**src/rtl/flash_cmd_pkg.sv**
```systemverilog
package flash_cmd_pkg;

    typedef enum logic [2:0] {
        ST_IDLE,
        ST_KEYED1,
        ST_KEYED2,
        ST_ARMED,
        ST_EXEC
    } seq_state_t;

    typedef enum logic [3:0] {
        CMD_RESET,
        CMD_STATUS,
        CMD_ID,
        CMD_VER0,
        CMD_VER1,
        CMD_CONV,
        CMD_PROG,
        CMD_ERASE,
        CMD_BAD
    } cmd_kind_t;

    typedef enum logic [1:0] {
        SRC_ARRAY  = 2'd0,
        SRC_STATUS = 2'd1,
        SRC_ID     = 2'd2,
        SRC_VERIFY = 2'd3
    } rd_src_t;

    typedef enum logic [2:0] {
        OP_PROG  = 3'd0,
        OP_ERASE = 3'd1,
        OP_VER0  = 3'd2,
        OP_VER1  = 3'd3,
        OP_CONV  = 3'd4
    } arr_op_t;

    localparam logic [15:0] KEY_ADDR_A = 16'h5555;
    localparam logic [15:0] KEY_ADDR_B = 16'h2AAA;
    localparam logic [7:0]  KEY_DATA_A = 8'hAA;
    localparam logic [7:0]  KEY_DATA_B = 8'h55;
    localparam logic [7:0]  MAKER_ID   = 8'h52;
    localparam logic [7:0]  ERASE_KEY  = 8'hFF;
    localparam logic [7:0]  CONV_KEY   = 8'h00;

endpackage

```
**src/rtl/flash_cmd_decode.sv**
```systemverilog
module flash_cmd_decode
    import flash_cmd_pkg::*;
#(
    parameter int unsigned ADDR_W = 17
) (
    input  logic [ADDR_W-1:0] addr,
    input  logic [7:0]        data,
    output logic              key1_ok,
    output logic              key2_ok,
    output logic              code_addr_ok,
    output cmd_kind_t         cmd
);

    always_comb begin
        key1_ok      = (addr == ADDR_W'(KEY_ADDR_A)) && (data == KEY_DATA_A);
        key2_ok      = (addr == ADDR_W'(KEY_ADDR_B)) && (data == KEY_DATA_B);
        code_addr_ok = (addr == ADDR_W'(KEY_ADDR_A));
    end

    always_comb begin
        case (data)
            8'h00:   cmd = CMD_RESET;
            8'h01:   cmd = CMD_STATUS;
            8'h02:   cmd = CMD_ID;
            8'h04:   cmd = CMD_VER0;
            8'h08:   cmd = CMD_VER1;
            8'h10:   cmd = CMD_CONV;
            8'h40:   cmd = CMD_PROG;
            8'h80:   cmd = CMD_ERASE;
            default: cmd = CMD_BAD;
        endcase
    end

    always_comb begin
        if (cmd != CMD_BAD) begin
            assert_code_onehot_R4: assert ($countones(data) <= 1)
                else $error("accepted command byte with several bits set");
        end
    end

endmodule

```
**src/rtl/flash_gap_watch.sv**
```systemverilog
module flash_gap_watch #(
    parameter int unsigned GAP_CYC = 7500
) (
    input  logic clk,
    input  logic rst_n,
    input  logic run,
    input  logic wr,
    output logic expired
);

    localparam int unsigned GW = $clog2(GAP_CYC + 1);

    logic [GW-1:0] gap_cnt;

    always_ff @(posedge clk) begin
        if (!rst_n) begin
            gap_cnt <= '0;
        end else if (!run || wr) begin
            gap_cnt <= '0;
        end else begin
            gap_cnt <= gap_cnt + GW'(1);
        end
    end

    assign expired = run && !wr && (gap_cnt == GW'(GAP_CYC - 1));

    assert_gap_bound_R3: assert property (@(posedge clk) disable iff (!rst_n)
        run |-> (gap_cnt < GW'(GAP_CYC)))
        else $error("gap counter ran past its limit while armed");

endmodule

```
**src/rtl/flash_down_cnt.sv**
```systemverilog
module flash_down_cnt #(
    parameter int unsigned MAX = 50000,
    parameter int unsigned W   = $clog2(MAX + 1)
) (
    input  logic         clk,
    input  logic         rst_n,
    input  logic         load,
    input  logic [W-1:0] load_val,
    input  logic         run,
    output logic         zero
);

    logic [W-1:0] cnt;

    always_ff @(posedge clk) begin
        if (!rst_n) begin
            cnt <= '0;
        end else if (load) begin
            cnt <= load_val;
        end else if (run && (cnt != '0)) begin
            cnt <= cnt - W'(1);
        end
    end

    assign zero = (cnt == '0);

    assert_load_range_R6: assert property (@(posedge clk) disable iff (!rst_n)
        load |-> (load_val <= W'(MAX)))
        else $error("timer loaded above its maximum");

endmodule

```
**src/rtl/flash_cmd_seq.sv**
```systemverilog
module flash_cmd_seq
    import flash_cmd_pkg::*;
#(
    parameter int unsigned ADDR_W       = 17,
    parameter int unsigned GAP_CYC      = 7500,
    parameter int unsigned TO_STD_CYC   = 12500,
    parameter int unsigned TO_ERASE_CYC = 50000,
    parameter int unsigned VERIFY_CYC   = 1250,
    parameter logic [7:0]  DEV_CODE     = 8'h04
) (
    input  logic              clk,
    input  logic              rst_n,
    input  logic              wr_stb,
    input  logic [ADDR_W-1:0] wr_addr,
    input  logic [7:0]        wr_data,
    input  logic              low_supply,
    input  logic              arr_done,
    input  logic [7:0]        arr_rdata,
    output logic              arr_req,
    output logic [2:0]        arr_op,
    output logic [ADDR_W-1:0] arr_addr,
    output logic [7:0]        arr_wdata,
    output logic              cmd_active,
    output logic [1:0]        rd_src,
    output logic [7:0]        rd_byte
);

    localparam int unsigned TO_MAX = (TO_ERASE_CYC > TO_STD_CYC) ? TO_ERASE_CYC : TO_STD_CYC;
    localparam int unsigned TW     = $clog2(TO_MAX + 1);
    localparam int unsigned VW     = $clog2(VERIFY_CYC + 1);

    seq_state_t        st_q, st_d;
    cmd_kind_t         cmd_q, dec_cmd;
    logic [ADDR_W-1:0] op_addr_q;
    logic [7:0]        op_data_q;
    logic              err_q, pending_q;
    logic              key1_ok, key2_ok, code_addr_ok;
    logic              gap_run, gap_exp;
    logic              err_set, launch, cmd_ld, operand_ok, is_array_cmd;
    logic              to_zero, ver_ready, in_exec;
    logic [TW-1:0]     to_load;
    rd_src_t           src;
    logic [7:0]        status_b, id_b;

    flash_cmd_decode #(.ADDR_W(ADDR_W)) u_decode (
        .addr         (wr_addr),
        .data         (wr_data),
        .key1_ok      (key1_ok),
        .key2_ok      (key2_ok),
        .code_addr_ok (code_addr_ok),
        .cmd          (dec_cmd)
    );

    assign gap_run = (st_q == ST_KEYED1) || (st_q == ST_KEYED2) || (st_q == ST_ARMED);

    flash_gap_watch #(.GAP_CYC(GAP_CYC)) u_gap (
        .clk     (clk),
        .rst_n   (rst_n),
        .run     (gap_run),
        .wr      (wr_stb),
        .expired (gap_exp)
    );

    assign in_exec = (st_q == ST_EXEC);
    assign to_load = (cmd_q == CMD_ERASE) ? TW'(TO_ERASE_CYC - 1) : TW'(TO_STD_CYC - 1);

    flash_down_cnt #(.MAX(TO_MAX), .W(TW)) u_timeout (
        .clk      (clk),
        .rst_n    (rst_n),
        .load     (launch),
        .load_val (to_load),
        .run      (in_exec),
        .zero     (to_zero)
    );

    flash_down_cnt #(.MAX(VERIFY_CYC), .W(VW)) u_verify_dly (
        .clk      (clk),
        .rst_n    (rst_n),
        .load     (launch),
        .load_val (VW'(VERIFY_CYC)),
        .run      (in_exec),
        .zero     (ver_ready)
    );

    always_comb begin
        unique case (cmd_q)
            CMD_ERASE: operand_ok = (wr_data == ERASE_KEY);
            CMD_CONV:  operand_ok = (wr_data == CONV_KEY);
            default:   operand_ok = 1'b1;
        endcase
    end

    always_comb begin
        unique case (cmd_q)
            CMD_PROG, CMD_ERASE, CMD_VER0, CMD_VER1, CMD_CONV: is_array_cmd = 1'b1;
            default:                                           is_array_cmd = 1'b0;
        endcase
    end

    // next-state and transition decisions
    always_comb begin
        st_d    = st_q;
        err_set = 1'b0;
        launch  = 1'b0;
        cmd_ld  = 1'b0;
        unique case (st_q)
            ST_IDLE: begin
                if (wr_stb) begin
                    if (key1_ok) st_d = ST_KEYED1;
                    else         err_set = 1'b1;
                end
            end
            ST_KEYED1: begin
                if (wr_stb) begin
                    if (key2_ok) begin
                        st_d = ST_KEYED2;
                    end else begin
                        err_set = 1'b1;
                        st_d    = ST_IDLE;
                    end
                end else if (gap_exp) begin
                    err_set = 1'b1;
                    st_d    = ST_IDLE;
                end
            end
            ST_KEYED2: begin
                if (wr_stb) begin
                    if (code_addr_ok && (dec_cmd != CMD_BAD)) begin
                        st_d   = ST_ARMED;
                        cmd_ld = 1'b1;
                    end else begin
                        err_set = 1'b1;
                        st_d    = ST_IDLE;
                    end
                end else if (gap_exp) begin
                    err_set = 1'b1;
                    st_d    = ST_IDLE;
                end
            end
            ST_ARMED: begin
                if (wr_stb) begin
                    if (operand_ok) begin
                        st_d   = ST_EXEC;
                        launch = 1'b1;
                    end else begin
                        err_set = 1'b1;
                        st_d    = ST_IDLE;
                    end
                end else if (gap_exp) begin
                    err_set = 1'b1;
                    st_d    = ST_IDLE;
                end
            end
            ST_EXEC: begin
                if (low_supply) begin
                    err_set = 1'b1;
                    st_d    = ST_IDLE;
                end else if (to_zero) begin
                    st_d = ST_IDLE;
                end
            end
            default: st_d = ST_IDLE;
        endcase
    end

    // state register
    always_ff @(posedge clk) begin
        if (!rst_n) st_q <= ST_IDLE;
        else        st_q <= st_d;
    end

    // command, operand, error and request registers
    always_ff @(posedge clk) begin
        if (!rst_n) begin
            cmd_q     <= CMD_STATUS;
            op_addr_q <= '0;
            op_data_q <= '0;
            err_q     <= 1'b0;
            pending_q <= 1'b0;
        end else begin
            if (cmd_ld) cmd_q <= dec_cmd;
            if (launch) begin
                op_addr_q <= wr_addr;
                op_data_q <= wr_data;
            end
            if (launch && (cmd_q == CMD_RESET)) err_q <= 1'b0;
            else if (err_set)                   err_q <= 1'b1;
            if (launch && is_array_cmd)                 pending_q <= 1'b1;
            else if (in_exec && (low_supply || to_zero)) pending_q <= 1'b0;
            else if (arr_done)                          pending_q <= 1'b0;
        end
    end

    // outputs
    always_comb begin
        src = SRC_ARRAY;
        if (in_exec) begin
            unique case (cmd_q)
                CMD_ID:             src = SRC_ID;
                CMD_VER0, CMD_VER1: src = SRC_VERIFY;
                default:            src = SRC_STATUS;
            endcase
        end
        status_b = {pending_q, 6'b000000, err_q};
        id_b     = op_addr_q[0] ? DEV_CODE : MAKER_ID;
        unique case (src)
            SRC_ARRAY:  rd_byte = arr_rdata;
            SRC_STATUS: rd_byte = status_b;
            SRC_ID:     rd_byte = id_b;
            SRC_VERIFY: rd_byte = ver_ready ? arr_rdata : status_b;
            default:    rd_byte = arr_rdata;
        endcase
        unique case (cmd_q)
            CMD_ERASE: arr_op = OP_ERASE;
            CMD_VER0:  arr_op = OP_VER0;
            CMD_VER1:  arr_op = OP_VER1;
            CMD_CONV:  arr_op = OP_CONV;
            default:   arr_op = OP_PROG;
        endcase
        rd_src     = src;
        arr_req    = pending_q;
        arr_addr   = op_addr_q;
        arr_wdata  = op_data_q;
        cmd_active = in_exec;
    end

    assert_req_in_exec_R12: assert property (@(posedge clk) disable iff (!rst_n)
        arr_req |-> (st_q == ST_EXEC))
        else $error("array request outside command mode");

    assert_operand_hold_R12: assert property (@(posedge clk) disable iff (!rst_n)
        ((st_q == ST_EXEC) && ($past(st_q) == ST_EXEC)) |-> ($stable(op_addr_q) && $stable(op_data_q)))
        else $error("operand changed during execution");

    assert_err_clear_R9: assert property (@(posedge clk) disable iff (!rst_n)
        $fell(err_q) |-> $past(launch && (cmd_q == CMD_RESET)))
        else $error("error flag cleared without a reset command");

    assert_read_array_R7: assert property (@(posedge clk) disable iff (!rst_n)
        (st_q != ST_EXEC) |-> (rd_src == 2'(SRC_ARRAY)))
        else $error("non-array read source outside command mode");

    assert_supply_abort_R13: assert property (@(posedge clk) disable iff (!rst_n)
        ((st_q == ST_EXEC) && low_supply) |=> ((st_q == ST_IDLE) && err_q && !arr_req))
        else $error("low supply did not abort the command");

    assert_status_format_R8: assert property (@(posedge clk) disable iff (!rst_n)
        (rd_src == 2'(SRC_STATUS)) |-> (rd_byte[6:1] == 6'b0))
        else $error("status byte reserved bits not zero");

endmodule

```
**config.mk**
```make
export PLATFORM = sky130hd
export DESIGN_NAME = flash_cmd_seq
export DESIGN_NICKNAME = d
export VERILOG_FILES = /design/src/rtl/flash_cmd_pkg.sv /design/src/rtl/flash_cmd_decode.sv /design/src/rtl/flash_gap_watch.sv /design/src/rtl/flash_down_cnt.sv /design/src/rtl/flash_cmd_seq.sv
export SDC_FILE = /design/constraint.sdc
export NUM_CORES = 1
export LEC_CHECK = 0
export BUFFER_PORTS_ARGS = -buffer_cell sky130_fd_sc_hd__buf_2
export CAP_MARGIN = 25
export CORE_MARGIN = 4
export CORE_UTILIZATION = 50
export CTS_CLUSTER_DIAMETER = 100
export DETAILED_ROUTE_END_ITERATION = 8
export PLACE_DENSITY = 0.74
export RECOVER_POWER = 100
export SETUP_SLACK_MARGIN = 0.1
export SYNTH_ARGS = -nofsm -noshare
export SYNTH_HDL_FRONTEND = slang
export SYNTH_SLANG_ARGS = --single-unit
```
**constraint.sdc**
```tcl
create_clock -name clk -period 2.9 [get_ports clk]
set_clock_uncertainty 0.15 [all_clocks]
set_input_delay 0.725 -clock clk [delete_from_list [all_inputs] [get_ports clk]]
set_output_delay 0.725 -clock clk [all_outputs]
set_load 0.01 [all_outputs]
```
==> impl_metrics.ini, run 1 <==
[cts]
h-tree-depth = 3
cts_buffers = 9
clock_latency_ps = 340
tritoncts = done
clockRootBuffer = clkbuf_8
cts_max_path_buffers = 2
clock_sinks = 74
path_clk_slew_ps = 80

[setup_path]
path_delay_family = compound AO/OA/AOI/OAI gates
crit_required_ps = 2030
path_max_fanout = 8
worst_setup_path_end_kind = primary output
cp.buffers_inverters = 2
cpMaxStageDelayCell = dfxtp_2
cp-start-kind = register
critical_path_class = register to primary output
cpPeakStageDelay_ps = 390
critPathArrivalTime_ps = 1900
cp_cell_sequence = inv_2, ha_4, nor2b_4, nand3_1, nor2_4, a21o_4, a22o_1, buf_2

[placed_design]
gp_congestion = 0.864
port_buffers = 77
placed_area_mm2 = 0.00433
hpwlAfterDp_um = 7560

[synthesis]
yosysWarningCount = 0
ys_seq_area_share_pct = 38.6
synthCells = 461
syn_avg_cell_area_um2 = 8.32
synth_nets = 502
synthFlopType = dfxtp_1
synth-seq-cells = 74
async_flop_share_pct = 0
synth_edf_count = 0
synth_area_mm2 = 0.00384
synth_cell_types = 66

[timing]
period_minus_slack_ps = 2770
tightestPinTransition_ps = 770
whs_ps = 309
hold_viol = 0
clock.fmax_mhz = 361
fin_setup_tns_ps = 0
setup-violations-final = 0
grt_setup_unrepaired = true
max-slew-margin-rel_pct = 48.4
final_max_slew_viol_count = 0
min_period_over_period_pct = 95.6

[floorplanning]
coreArea_mm2 = 0.00737
initial_core_util_pct = 52.1
fp.dieH_um = 95.6
rows = 31
die_w_um = 95.6
ios = 78
die_area_mm2 = 0.00914

[route]
antenna_left = 0
wire_per_inst_um = 15.7
first_pass_iters = 5
drt_iter0_drc = 200
totalWireLength_um = 10100
vias = 3717
via_per_inst = 5.77
drc = 0

[grt]
grt_pass1_wl_um = 16500
grtUsageTotal_pct = 23.0
grt_max_degree = 36
grt_pass1_vias = 3507
antenna_found_initial = 0
gr-total-overflow = 0

[hold_path]
hold_class = register to register

[power]
p_leak_nw = 1.73
p_per_area_mw_per_mm2 = 484
vdd_drop_max_v = 0.000258

[finish]
post_route_cells_drive_above_1_share_pct = 20.0
fill_cells = 698
fin_nets = 581
antenna_cells = 0
syn_to_final_growth_pct = 20.4
postLayoutCellArea_mm2 = 0.00462

[status]
status = completed

[job]
drv_cap = 0
[layer usage]
layer	track usage, %	wire length (um)	vias to the layer above
met4	6.52	161	0
met1	28.2	4390	1741
met5	0	0	-
met2	39.4	4870	133
met3	5.92	726	12
li1	-	-	1831
[cells in the final DEF (no fill, tap or decap), types with 4 or more instances in the layout]
cell       instances
a31oi_1            5
nor2_1            31
inv_1              8
buf_2             46
and4b_1            5
and2_1             7
or3_1              6
nor4_1            10
bufinv_16          4
a21oi_1           45
a211oi_1           7
clkbuf_8          12
nand3b_1           5
nor3_1            12
or4b_2             5
clkbuf_2           4
xnor2_1           12
dfxtp_1           70
xor2_1            18
or4_1              5
nand4_1           12
o21a_1             6
o21ai_0            9
buf_4              9
clkbuf_1          31
o31ai_1            4
nand3_1           16
nand2_1           68
a21o_1             4
[kinds of logic (layout without fill, tap and decap cells)]
logic type               after synthesis  in the layout  synth area share (%)
AND/OR/NAND/NOR                      220            220                  32.2
flip-flops                            74             74                  38.6
AO/OA/AOI/OAI                         98             98                  16.5
adder cells (fa/ha/maj)                3              3                 0.978
multiplexers                           1              1                 0.293
buffers and inverters                 35            119                  4.56
XOR/XNOR                              30             30                  6.85
[sequential cells by signal, indices dropped and copies added, names as in the netlist]
signal / cells
cmd_q: 4
u_gap.gap_cnt: 13
arr_addr: 17
u_verify_dly.cnt: 11
arr_wdata: 8
u_timeout.cnt: 16
err_q: 1
arr_req: 1
st_q: 3
[through the flow]
stage / instances / setup slack [ps] / util [%] / total power, mW
3_5_place_dp: 627 / 193 / 58.8 / 1.15
6_report: 644 / 128 / 62.7 / 2.23
3_3_place_gp: 627 / 278 / 58.8 / 1.14
2_1_floorplan: 461 / 441 / - / 1.09
4_1_cts: 644 / 123 / 63.5 / 2.25
5_1_grt: 644 / 43.7 / 62.7 / 2.31
[worst reg2reg max path, stage by stage, from the launching register on]
cell	delay, ps
dfxtp_1	350
inv_1	70
ha_1	180
nor3b_1	390
nand4_1	420
and2_0	460
nor3_1	210
a211oi_1	70
[layout make-up]
cell class	instances	area, um^2	share of cell area (%)
sequential	74	1490	32.2
inverter	12	50.0	1.08
clock buffer	12	165	3.58
clock inverter	4	120	2.60
tap	99	124	2.68
timing repair buffer	91	454	9.83
multi-input combinational	352	2220	48.0
[worst paths after layout]
check	from	to	slack, ps	cells after the start
setup reg to reg	u_timeout.cnt[0]$_SDFFE_PN0P_	u_timeout.cnt[0]$_SDFFE_PN0P_	470	7
setup / recovery	u_verify_dly.cnt[1]$_SDFFE_PN0P_	rd_byte[0]	130	8
hold reg to reg	arr_addr[12]$_SDFFE_PN0P_	arr_addr[12]$_SDFFE_PN0P_	310	2
hold / removal	arr_addr[12]$_SDFFE_PN0P_	arr_addr[12]$_SDFFE_PN0P_	310	2
[timing repair]
| item | CTS | global route |
|---|---|---|
| pin swaps | 4 | 0 |
| resized for setup | 17 | 5 |
| hold endpoints to repair | 0 | 0 |
| hold buffers | 0 | 0 |
| setup endpoints to repair | 8 | 5 |
| setup buffers | 1 | 0 |
[synth_stat cells (2+ instances only)]
master,n,area share (%)
clkbuf_1,11,1.1
a22o_1,2,0.46
nand4_1,11,1.8
or4_1,5,0.98
o41ai_1,3,0.68
a21oi_1,44,5.7
dfxtp_1,74,39
nand2b_1,3,0.49
nand3b_1,5,0.98
o31ai_1,3,0.59
nor3b_1,3,0.59
xnor2_1,12,2.7
a41oi_1,2,0.46
o21ai_0,9,1.2
ha_1,3,0.98
xor2_1,18,4.1
a31oi_1,5,0.82
or4b_2,5,1.3
and4b_1,5,1.3
nor4bb_1,2,0.52
inv_1,10,0.98
a211oi_1,7,1.4
nor4_1,11,1.8
buf_2,7,0.91
nor4b_1,2,0.46
and2_1,8,1.3
nand2_1,68,6.7
buf_6,3,0.88
nor2_1,33,3.2
nor2b_1,2,0.33
nand3_1,16,2.1
o21a_1,6,1.2
nor3_1,14,1.8
and4_1,3,0.68
buf_4,2,0.39
nand4b_1,3,0.68
and3_1,2,0.33
a21o_1,5,0.98
or2_2,2,0.33
or3_1,6,0.98
[where the power goes]
| part | internal (mW) | switching [mW] | total [mW] |
|---|---|---|---|
| clock | 0.730 | 0.381 | 1.11 |
| combinational | 0.0434 | 0.0628 | 0.106 |
| sequential | 1.02 | 0.00126 | 1.02 |
(Power assumes the default switching activity.)
==> run 2, diff against run 1 <==
- PLACE_DENSITY: 0.74 -> 0.73
- SYNTH_HIERARCHICAL: not set -> 1
==> impl_metrics.ini, run 2 <==
[grt]
grt_pass1_vias = 3987
grt_max_degree = 39
gr-total-overflow = 0
grt_pass1_wl_um = 18000
grtUsageTotal_pct = 21.4
antenna_found_initial = 0

[setup_path]
worst_setup_path_end_kind = primary output
critPathArrivalTime_ps = 2130
path_max_fanout = 2
cp-start-kind = register
critical_path_class = register to primary output
crit_required_ps = 2030
r2r_cells = 8

[synthesis]
post-synth-top-count-cell = nand2_1
syn_avg_cell_area_um2 = 8.31
synthTopCellsByCount = 77 x nand2_1, 74 x dfxtp_1, 37 x a21oi_1, 35 x nor2_1
yosys-top-cells-area = dfxtp_1 34%, mux2i_1 7.9%, nand2_1 6.7%
synth-seq-cells = 74
async_flop_share_pct = 0
ys_seq_area_share_pct = 34.2
yosysWarningCount = 6
synth_cell_types = 77
synthFlopType = dfxtp_1
synthCells = 521
synth_top_area_share_pct = 34.2
synth_edf_count = 0
yosys.area.top_type = dfxtp_1
synth_area_mm2 = 0.00433

[power]
clock_power_share_pct = 40.1
pwr-share-comb_pct = 8.6
p_leak_nw = 1.84
p_per_area_mw_per_mm2 = 392
vdd_drop_max_v = 0.000270
switching_share_pct = 25.6
switchingPower_mw = 0.510
internal_power_mw = 1.48
seqPwrFrac_pct = 51.3

[status]
status = complete, but fails checks
violations = setup timing

[finish]
antenna_cells = 0
syn_to_final_growth_pct = 17.2
largest_reg_flops = 17
final_common_cell = nand2_1
fin_nets = 664
mostFrequentLayoutCells = 77 x nand2_1, 68 x dfxtp_1, 44 x buf_2, 37 x a21oi_1, 35 x nor2_1
fin_cells = 733
post_route_cells_drive_above_1_share_pct = 18.8
postLayoutCoreUtil_pct = 60.9

[placed_design]
gp_congestion = 0.898
port_buffers = 77
hpwlAfterDp_um = 7790
pre_cts_slack_ps = 32.6
placed_cells = 708

[timing]
grt_setup_unrepaired = true
max-slew-margin-rel_pct = 59.4
setup_slack_ps = -101
final_max_slew_viol_count = 0
clock.fmax_mhz = 333
hold_viol = 0
min_period_over_period_pct = 103
setup-violations-final = 8
whs_ps = 311
period_minus_slack_ps = 3000
tightestPinTransition_ps = 604
fin_setup_tns_ps = -399

[route]
totalWireLength_um = 10800
antenna_left = 0
via_per_inst = 5.68
first_pass_iters = 6
vias = 4164
drt_iter0_drc = 144
drc = 0
wire_per_inst_um = 14.7

[floorplanning]
rows = 33
die_w_um = 101
initial_core_util_pct = 51.9
fp.dieH_um = 101
ios = 78
die_area_mm2 = 0.0102
coreArea_mm2 = 0.00834

[cts]
h-tree-depth = 3
clockRootBuffer = clkbuf_8
cts_max_path_buffers = 2
clock_latency_ps = 350
tritoncts = done
cts_buffers = 9
path_clk_slew_ps = 80
clock_sinks = 74

[hold_path]
hold_class = register to register
min_delay_path_depth = 2

[job]
drv_cap = 0
[run 2: changes by cell type after synthesis, moves of 5 or more]
cell / previous run / this run
a21oi_1: 44 / 37
inv_1: 10 / 19
mux2i_1: 0 / 34
nand2_1: 68 / 77
nand3_1: 16 / 7
o21ai_0: 9 / 34
or4b_2: 5 / 0
xor2_1: 18 / 6
[run 2: path summary, 6_finish.rpt]
kind | startpoint | end | slack (ps)
setup reg to reg | st_q[0]$_SDFFE_PN0P_ | u_verify_dly/cnt[7]$_SDFFE_PN0P_ | 280
hold / removal | arr_wdata[0]$_SDFFE_PN0P_ | arr_wdata[0]$_SDFFE_PN0P_ | 310
setup / recovery | u_verify_dly/cnt[2]$_SDFFE_PN0P_ | rd_byte[7] | -100
hold reg to reg | arr_wdata[0]$_SDFFE_PN0P_ | arr_wdata[0]$_SDFFE_PN0P_ | 310
[run 2: timing repair]
item / CTS / global route
endpoints found under the setup margin: 8 / 11
hold buffers: 0 / 0
gates resized for setup: 12 / 11
buffers inserted: 4 / 5
pin swaps: 4 / 9
[run 2: power by group through the flow]
| stage | clock (mW) | combinational [mW] | sequential (mW) |
|---|---|---|---|
| 2_1_floorplan | 0 | 0.0966 | 1.04 |
| 3_3_place_gp | 0 | 0.161 | 1.05 |
| 3_5_place_dp | 0 | 0.166 | 1.05 |
| 4_1_cts | 0.815 | 0.168 | 1.02 |
| 5_1_grt | 0.868 | 0.191 | 1.02 |
| 6_report | 0.798 | 0.171 | 1.02 |
[run 2: metal layers]
layer | wire length [um] | track usage, % | vias to the layer above | share of wire (%)
met5 | 0 | 0 | - | 0
met4 | 127 | 5.42 | 0 | 1.2
met3 | 652 | 5.12 | 12 | 6.0
met2 | 5110 | 36.8 | 127 | 47
met1 | 4910 | 26.9 | 1948 | 45
li1 | - | - | 2077 | -
[run 2: per-stage QoR]
| step | total power, mW | area [um^2] |
|---|---|---|
| after floorplan | 1.14 | 4390 |
| after global placement | 1.21 | 4870 |
| after detailed placement | 1.21 | 4870 |
| after CTS | 2.00 | 5140 |
| after global routing | 2.08 | 5080 |
| final | 1.99 | 5080 |
[run 2: logic make-up after synthesis]
family | count (synthesis) | share of synthesized area, %
AND/OR/NAND/NOR | 227 | 30.1
other | 2 | 0.173
XOR/XNOR | 21 | 4.25
flip-flops | 74 | 34.2
buffers and inverters | 43 | 5.06
multiplexers | 35 | 8.12
adder cells (fa/ha/maj) | 3 | 0.867
AO/OA/AOI/OAI | 116 | 17.2
[run 2: final cells by class]
type,instances,area [um^2]
clock buffers,9,124
clock inverters,7,68.8
fillers,785,3260
inverters,19,72.6
multi-input cells,419,2660
flip-flops and latches,74,1490
well taps,105,131
repair buffers,100,532
[run 2: critical path: stages, from the launching register on]
cell and delay, ps:
dfxtp_2 330, or4_4 550, nor3_4 210, inv_1 70, mux2_4 270, a32o_1 220, buf_2 130
==> run 3, diff against run 2 <==
- BUFFER_PORTS_ARGS: -buffer_cell sky130_fd_sc_hd__buf_2 -> -buffer_cell sky130_fd_sc_hd__buf_4
==> impl_metrics.ini, run 3 (same netlist as run 2, synthesis figures left out) <==
[status]
status = complete, but fails checks
violations = setup timing

[timing]
period_minus_slack_ps = 3010
clock.fmax_mhz = 333
fin_setup_tns_ps = -468
setup-violations-final = 8
min_period_over_period_pct = 104
hold_viol = 0
final_max_slew_viol_count = 0
max-slew-margin-rel_pct = 54.5
grt_setup_unrepaired = true
tightestPinTransition_ps = 676
whs_ps = 311
setup_slack_ps = -107

[setup_path]
cp.buffers_inverters = 2
cpMaxStageDelayCell = or4_4
path_max_fanout = 3
worst_setup_path_end_kind = primary output
crit_required_ps = 2030
critPathArrivalTime_ps = 2130
cpPeakStageDelay_ps = 550
path_delay_family = simple AND/OR/NAND/NOR gates
reg2reg_to = u_verify_dly/cnt[7]$_SDFFE_PN0P_
critical_path_class = register to primary output
cp-start-kind = register
worst-r2r-setup-slack_ps = 260
r2r_cells = 8
cp_cell_sequence = or4_4, nor3_4, inv_1, mux2_4, a32o_1, buf_6
r2r-start = st_q[0]$_SDFFE_PN0P_

[floorplanning]
fp.dieH_um = 101
rows = 33
die_w_um = 101
coreArea_mm2 = 0.00834
die_area_mm2 = 0.0102
initial_core_util_pct = 51.9
ios = 78

[power]
clock_power_share_pct = 41.0
seqPwrFrac_pct = 49.5
vdd_drop_max_v = 0.000204
finalPower_mw = 2.06
p_per_area_mw_per_mm2 = 392
switching_share_pct = 26.3
p_leak_nw = 1.89
pwr-share-comb_pct = 9.6
switchingPower_mw = 0.543
internal_power_mw = 1.52

[grt]
grt_pass1_wl_um = 18100
gr-total-overflow = 0
grt_max_degree = 44
antenna_found_initial = 0
grt_pass1_vias = 3965
grtUsageTotal_pct = 21.6

[cts]
postCtsHoldBufs = 0
clock_sinks = 74
path_clk_slew_ps = 90
cts_buffers = 9
h-tree-depth = 3
tritoncts = done
cts_max_path_buffers = 2
clockRootBuffer = clkbuf_8
clock_latency_ps = 350

[finish]
antenna_cells = 0
mostFrequentLayoutCells = 77 x nand2_1, 68 x dfxtp_1, 58 x buf_4, 37 x a21oi_1, 35 x nor2_1
post_route_cells_drive_above_1_share_pct = 19.0
largest_reg_flops = 17
final_common_cell = nand2_1
postLayoutCoreUtil_pct = 63.0
syn_to_final_growth_pct = 21.4
fin_nets = 666

[placed_design]
gp_congestion = 0.860
port_buffers = 77
hpwlAfterDp_um = 7780

[hold_path]
min_delay_path_depth = 2
hold_path_end = arr_wdata[2]$_SDFFE_PN0P_
hold_class = register to register
holdCritStartpoint = arr_wdata[2]$_SDFFE_PN0P_

[route]
totalWireLength_um = 10900
wire_per_inst_um = 14.8
drc = 0
vias = 4134
drt_iter0_drc = 214
antenna_left = 0
via_per_inst = 5.62
first_pass_iters = 5

[job]
drv_cap = 0
run 3: cell types whose count changed in the layout (fill, tap and decap cells not counted), sizes merged:
cell and delta:
clkinv -3, inv +3, buf +2
run 3: what timing repair did:
item | 4_1_cts | 5_1_grt
pin swaps | 11 | 4
endpoints found under the setup margin | 8 | 11
setup buffers | 6 | 4
resized for setup | 18 | 11
run 3: cell type report:
cell class | instances | area [um^2]
tap | 105 | 131
clock inverter | 7 | 82.6
sequential | 74 | 1490
inverter | 19 | 72.6
timing repair buffer | 102 | 677
clock buffer | 9 | 124
fill | 765 | 3090
multi-input combinational | 419 | 2680
run 3: worst max-delay path by stage:
stage                       endpoint  slack [ps]                        startpoint  cells past startpoint
6_report                  rd_byte[7]        -110  u_verify_dly/cnt[5]$_SDFFE_PN0P_                      6
5_1_grt                   rd_byte[0]        -200  u_verify_dly/cnt[5]$_SDFFE_PN0P_                      6
4_1_cts                   rd_byte[0]        -120  u_verify_dly/cnt[1]$_SDFFE_PN0P_                      8
3_5_place_dp   cmd_q[1]$_SDFFE_PN0P_          80                        wr_data[7]                      9
3_3_place_gp    st_q[1]$_SDFFE_PN0P_         150                        wr_addr[1]                     10
2_1_floorplan   st_q[2]$_SDFFE_PN0P_         190                        wr_addr[1]                      8
run 3: metal layers:
layer  track usage [%]  routed length [um]
met3              4.91                 854
met4              7.26                 188
met2              36.3                5230
met5                 0                   0
met1              27.3                4640
run 3: power groups by stage:
stage          Combinational (mW)  Clock [mW]  Sequential, mW
2_1_floorplan              0.0966           0            1.04
3_3_place_gp                0.183           0            1.04
3_5_place_dp                0.187           0            1.04
4_1_cts                     0.194       0.871            1.02
5_1_grt                     0.218       0.917            1.02
6_report                    0.197       0.845            1.02
run 3: metrics by stage:
step,setup WS [ps],instance area [um^2],cells
3_3_place_gp,149,5070,709
4_1_cts,-122,5390,731
3_5_place_dp,81.6,5070,709
2_1_floorplan,192,4390,536
6_report,-107,5260,735
5_1_grt,-199,5260,735
run 3: tightest hold or removal path: stages, from the launching register on:
cell	delay (ps)
dfxtp_1	310
nand2_1	50
mux2i_1	50
